## src/rtl/adc_rd_pkg.sv

```systemverilog
package adc_rd_pkg;
  typedef enum logic [1:0] {
    ST_IDLE  = 2'd0,
    ST_CONV  = 2'd1,
    ST_QUIET = 2'd2
  } rd_state_t;
endpackage

```

## src/rtl/adc_rd_timer.sv

```systemverilog
module adc_rd_timer #(
  parameter int LIMIT = 2
) (
  input  logic clk,
  input  logic rst,
  input  logic clr,
  input  logic en,
  output logic done
);
  localparam int W = (LIMIT > 1) ? $clog2(LIMIT) : 1;

  logic [W-1:0] cnt;

  assign done = en && (cnt == W'(LIMIT - 1));

  always_ff @(posedge clk) begin
    if (rst || clr) begin
      cnt <= '0;
    end else if (en) begin
      cnt <= done ? '0 : cnt + W'(1);
    end
  end
endmodule

```

## src/rtl/adc_rd_shift.sv

```systemverilog
module adc_rd_shift #(
  parameter int W = 16
) (
  input  logic         clk,
  input  logic         rst,
  input  logic         clr,
  input  logic         en,
  input  logic         din,
  output logic [W-1:0] word
);
  always_ff @(posedge clk) begin
    if (rst || clr) begin
      word <= '0;
    end else if (en) begin
      word <= {word[W-2:0], din};
    end
  end
endmodule

```

## src/rtl/adc_rd_ctrl.sv

```systemverilog
module adc_rd_ctrl #(
  parameter int DATA_W    = 14,
  parameter int LEAD_W    = 2,
  parameter int HALF_DIV  = 2,
  parameter int QUIET_CYC = 4
) (
  input  logic              clk,
  input  logic              rst,
  input  logic              start,
  input  logic              capture_rise,
  input  logic              abort,
  input  logic              sdata_i,
  output logic              cs_n_o,
  output logic              sclk_o,
  output logic              busy_o,
  output logic [DATA_W-1:0] result_o,
  output logic              valid_o,
  output logic              frame_err_o
);
  import adc_rd_pkg::*;

  localparam int FRAME_W = DATA_W + LEAD_W;
  localparam int EDGES   = 2 * FRAME_W;
  localparam int EW      = $clog2(EDGES + 1);

  rd_state_t          st;
  logic [EW-1:0]      e_cnt;
  logic               mode_q;
  logic               tick;
  logic               q_done;
  logic               go;
  logic               stop;
  logic               finish;
  logic               cap_en;
  logic [FRAME_W-1:0] word;

  assign go     = (st == ST_IDLE) && start;
  assign stop   = (st == ST_CONV) && abort;
  assign finish = (st == ST_CONV) && !abort && tick && (e_cnt == EW'(EDGES));

  // Next edge index is e_cnt+1; odd indices are falling edges.
  always_comb begin
    cap_en = 1'b0;
    if ((st == ST_CONV) && !abort && tick && (e_cnt != EW'(EDGES))) begin
      if (mode_q) begin
        cap_en = (e_cnt == '0) || (e_cnt[0] && (e_cnt < EW'(EDGES - 2)));
      end else begin
        cap_en = !e_cnt[0];
      end
    end
  end

  adc_rd_timer #(.LIMIT(HALF_DIV)) u_half (
    .clk  (clk),
    .rst  (rst),
    .clr  (go),
    .en   (st == ST_CONV),
    .done (tick)
  );

  adc_rd_timer #(.LIMIT(QUIET_CYC)) u_quiet (
    .clk  (clk),
    .rst  (rst),
    .clr  (finish || stop),
    .en   (st == ST_QUIET),
    .done (q_done)
  );

  adc_rd_shift #(.W(FRAME_W)) u_shift (
    .clk  (clk),
    .rst  (rst),
    .clr  (go),
    .en   (cap_en),
    .din  (sdata_i),
    .word (word)
  );

  always_ff @(posedge clk) begin
    if (rst) begin
      st          <= ST_IDLE;
      e_cnt       <= '0;
      mode_q      <= 1'b0;
      cs_n_o      <= 1'b1;
      sclk_o      <= 1'b1;
      busy_o      <= 1'b0;
      result_o    <= '0;
      valid_o     <= 1'b0;
      frame_err_o <= 1'b0;
    end else begin
      valid_o     <= 1'b0;
      frame_err_o <= 1'b0;
      unique case (st)
        ST_IDLE: begin
          if (start) begin
            st     <= ST_CONV;
            e_cnt  <= '0;
            mode_q <= capture_rise;
            cs_n_o <= 1'b0;
            busy_o <= 1'b1;
          end
        end
        ST_CONV: begin
          if (abort) begin
            st     <= ST_QUIET;
            cs_n_o <= 1'b1;
            sclk_o <= 1'b1;
          end else if (tick) begin
            if (e_cnt == EW'(EDGES)) begin
              st          <= ST_QUIET;
              cs_n_o      <= 1'b1;
              result_o    <= word[DATA_W-1:0];
              valid_o     <= 1'b1;
              frame_err_o <= |word[FRAME_W-1:DATA_W];
            end else begin
              e_cnt  <= e_cnt + EW'(1);
              sclk_o <= ~sclk_o;
            end
          end
        end
        ST_QUIET: begin
          if (q_done) begin
            st     <= ST_IDLE;
            busy_o <= 1'b0;
          end
        end
        default: st <= ST_IDLE;
      endcase
    end
  end
endmodule

```

## config.mk

```make
export PLATFORM = sky130hd
export DESIGN_NAME = adc_rd_ctrl
export DESIGN_NICKNAME = d
export VERILOG_FILES = /design/src/rtl/adc_rd_pkg.sv /design/src/rtl/adc_rd_timer.sv /design/src/rtl/adc_rd_shift.sv /design/src/rtl/adc_rd_ctrl.sv
export SDC_FILE = /design/constraint.sdc
export NUM_CORES = 1
export LEC_CHECK = 0
export CORE_ASPECT_RATIO = 1.25
export CORE_MARGIN = 2
export CORE_UTILIZATION = 55
export CTS_CLUSTER_DIAMETER = 120
export DETAILED_ROUTE_END_ITERATION = 10
export DONT_BUFFER_PORTS = 1
export GPL_TIMING_DRIVEN = 1
export PLACE_DENSITY = 0.73
export RECOVER_POWER = 50
export SLEW_MARGIN = 20
export SYNTH_ARGS = -nofsm -noshare
export SYNTH_HDL_FRONTEND = slang
export SYNTH_SLANG_ARGS = --single-unit
export TNS_END_PERCENT = 10
```

## constraint.sdc

```tcl
create_clock -name clk -period 1.65 [get_ports clk]
set_input_delay 0.33 -clock clk [delete_from_list [all_inputs] [get_ports clk]]
set_output_delay 0.33 -clock clk [all_outputs]
set_load 0.02 [all_outputs]
```

==> flow_summary.json <==
{
  "htreeDepth": 2,
  "power_leakage_nw": 0.761,
  "grt_max_degree": 19,
  "dr.pass1.iters": 4,
  "worst_pin_slew_ps": 635,
  "cts_root_buf": "clkbuf_8",
  "clkPwrFrac_pct": 36.5,
  "drc": 0,
  "max_slew_margin_pct": 57.5,
  "hold_ws_ps": 89.0,
  "worst-endpoint-arrival_ps": 1840,
  "drv_cap": 0,
  "vias": 1349,
  "placedCellCount": 223,
  "period_share_pct": 97.8,
  "max_freq_mhz": 620,
  "pwr-share-comb_pct": 5.3,
  "r2r_start": "e_cnt[0]",
  "peakVddDrop_v": 0.000808,
  "synth_top_area_cell": "dfxtp_1",
  "r2r_setup_slack_ps": 40,
  "yosysMostFrequentCell": "dfxtp_1",
  "hp-class": "input port to flop",
  "power_frac_seq_pct": 58.2,
  "overflow": 0,
  "cp-end-kind": "flop",
  "dr.first_iter.drc_count": 44,
  "final_nets": 202,
  "grt_pass1_wl_mm": 5.89,
  "fillers": 280,
  "synth_cell_types": 37,
  "die-area_sq_um": 3920,
  "ys_async_sr_fraction_pct": 0,
  "yosysSeqAreaShare_pct": 49.9,
  "cts_tree": "done",
  "p_switching_w": 0.000465,
  "drive_gt1_share_pct": 17.5,
  "grt_pass1_vias": 1324,
  "n_antenna_cell": 0,
  "synth_edf_count": 0,
  "min_path_cells": 1,
  "start_util_pct": 58.0,
  "worstSkewPairLatency_ps": 300,
  "finalCriticalPeriod_ps": 1610,
  "yosys_register_bits": 47,
  "regArea_sq_um": 945,
  "synth_nets": 194,
  "antenna_found_initial": 0,
  "status": "completed",
  "clockBufferDepth": 2,
  "areaGrowthSynthToFinish_pct": 11.1,
  "power-per-cell-area_nw_per_um2": 955,
  "worst_slack_ps": 36.9,
  "synth_top_area_share_pct": 49.9,
  "netlist_area_sq_um": 1890,
  "portBuffers": 0,
  "intPower_w": 0.00154,
  "pin_count": 25,
  "rsz0062_at_grt": "true",
  "cp.required_ps": 1880,
  "multiInputGateArea_sq_um": 892,
  "hold_path_end": "e_cnt[1]",
  "final_cells": 231,
  "clkSinkCount": 47,
  "finalSetupViolations": 0,
  "hold_violations": 0,
  "preCtsSetupSlack_ps": -183,
  "synth_area_leaders": "dfxtp_1 (50%), mux2i_1 (9.6%), a22o_1 (6.5%)",
  "wl_per_cell_microns": 15.2,
  "synth_top_cells_by_count": "dfxtp_1 (47), nand2_1 (22), mux2i_1 (18)",
  "vias_per_cell": 5.84,
  "gp_congestion": 0.776,
  "ys_warn_count": 0,
  "numCtsBuffers": 5,
  "syn-mean-instance-area_sq_um": 10.2,
  "path_clk_slew_ps": 90,
  "rr_worst_depth": 7,
  "ant_nets": 0,
  "dp_hpwl_mm": 2.51,
  "drv_slew": 0,
  "fp.dieW_microns": 56.4,
  "hold_start": "rst",
  "syn_inst": 185,
  "cp-start-kind": "flop",
  "finalWirelength_mm": 3.52,
  "die_y_microns": 69.5,
  "crit_fanout": 16,
  "fin_skew_ps": 7.60,
  "coreArea_sq_um": 3250,
  "synthFlopType": "dfxtp_1",
  "p_sw_share_pct": 23.2,
  "timing_worst_setup_path_type": "flop to flop",
  "rr_endpoint": "u_shift.word[3]",
  "grtUsageTotal_pct": 19.2,
  "fin_setup_tns_ps": 0,
  "fp-row-count": 23
}
[worst max-delay path, stage by stage, from the launching register on]
cell and delay (ps):
dfxtp_4 360, inv_4 60, ha_4 120, nor3b_4 210, o21ai_2 100, a211oi_4 290
buf_12 200, mux2i_1 210
[power groups by stage]
stage / Clock, W / Combinational (W) / Sequential (W)
after floorplan: 0 / 0.0000867 / 0.00119
after global placement: 0 / 0.000103 / 0.00119
after detailed placement: 0 / 0.000107 / 0.00119
after CTS: 0.000752 / 0.000108 / 0.00117
after global routing: 0.000796 / 0.000118 / 0.00117
final: 0.000730 / 0.000106 / 0.00116
[sequential cells by signal (all words and copies together) (netlist names)]
| signal | count |
|---|---|
| u_shift.word | 16 |
| result_o | 14 |
| e_cnt | 6 |
| st | 2 |
| u_quiet.cnt | 2 |
| busy_o | 1 |
| cs_n_o | 1 |
| frame_err_o | 1 |
| mode_q | 1 |
| sclk_o | 1 |
| u_half.cnt | 1 |
| valid_o | 1 |
[repair_timing]
item / CTS / global route
buffers inserted: 0 / 0
pin swaps: 1 / 0
cloned: 0 / 0
endpoints found under the hold margin: 0 / 0
endpoints found under the setup margin: 16 / 30
hold buffers: 0 / 0
resized for setup: 3 / 3
[per-layer routing]
metal | GRT usage (%) | vias up | part of all wire [%] | wire [microns]
li1 | - | 672 | - | -
met1 | 20.2 | 646 | 41 | 1460
met2 | 34.4 | 25 | 53 | 1850
met3 | 6.34 | 6 | 4.1 | 145
met4 | 7.94 | 0 | 1.8 | 63
met5 | 0 | - | 0 | 0
[final cells by class]
class | instances | share of cell area [%]
inverters | 3 | 0.657
multi-input cells | 125 | 42.6
clock buffers | 6 | 3.94
repair buffers | 11 | 4.72
clock inverters | 2 | 0.777
well taps | 37 | 2.21
flip-flops and latches | 47 | 45.1
[logic make-up after synthesis]
| kind of cell | after synthesis | share of synthesized area [%] |
|---|---|---|
| xor+xnor | 5 | 2.32 |
| simple gates | 60 | 16.5 |
| fa+ha+maj | 3 | 1.99 |
| mux | 18 | 9.56 |
| flops | 47 | 49.9 |
| compound gates | 39 | 15.9 |
| buf+inv | 13 | 3.85 |
[per-stage QoR]
| step | util (%) | power, W | area [sq um] |
|---|---|---|---|
| after floorplan | - | 0.00128 | 1900 |
| after global placement | 60.9 | 0.00129 | 1980 |
| after detailed placement | 60.9 | 0.00130 | 1980 |
| after CTS | 64.1 | 0.00203 | 2090 |
| after global routing | 64.4 | 0.00208 | 2090 |
| final | 64.4 | 0.00200 | 2090 |
[layout by cell type (no fill, tap or decap), types with 2 or more instances in the layout]
master | netlist | routed
dfxtp_1 | 47 | 46
nor2b_1 | 5 | 4
xor2_1 | 4 | 4
a31oi_1 | 2 | 2
a21oi_1 | 10 | 10
nand2b_1 | 5 | 5
a31o_2 | 2 | 2
nand3_1 | 4 | 4
nor3_1 | 3 | 3
ha_1 | 3 | 2
mux2i_1 | 18 | 18
clkbuf_8 | 0 | 6
nand4_1 | 2 | 2
buf_4 | 2 | 9
o21ai_0 | 3 | 3
nand2_1 | 22 | 22
a22o_1 | 14 | 14
nor2_1 | 11 | 10
[how the worst max path moves through the flow]
stage / cells after the start / from / end
2_1_floorplan: 7 / e_cnt[0] / u_shift.word[10]
3_3_place_gp: 4 / start / u_shift.word[4]
3_5_place_dp: 4 / start / u_shift.word[3]
4_1_cts: 7 / e_cnt[0] / u_shift.word[3]
5_1_grt: 7 / e_cnt[0] / u_shift.word[12]
6_report: 7 / e_cnt[0] / u_shift.word[3]
(Power assumes the default switching activity.)
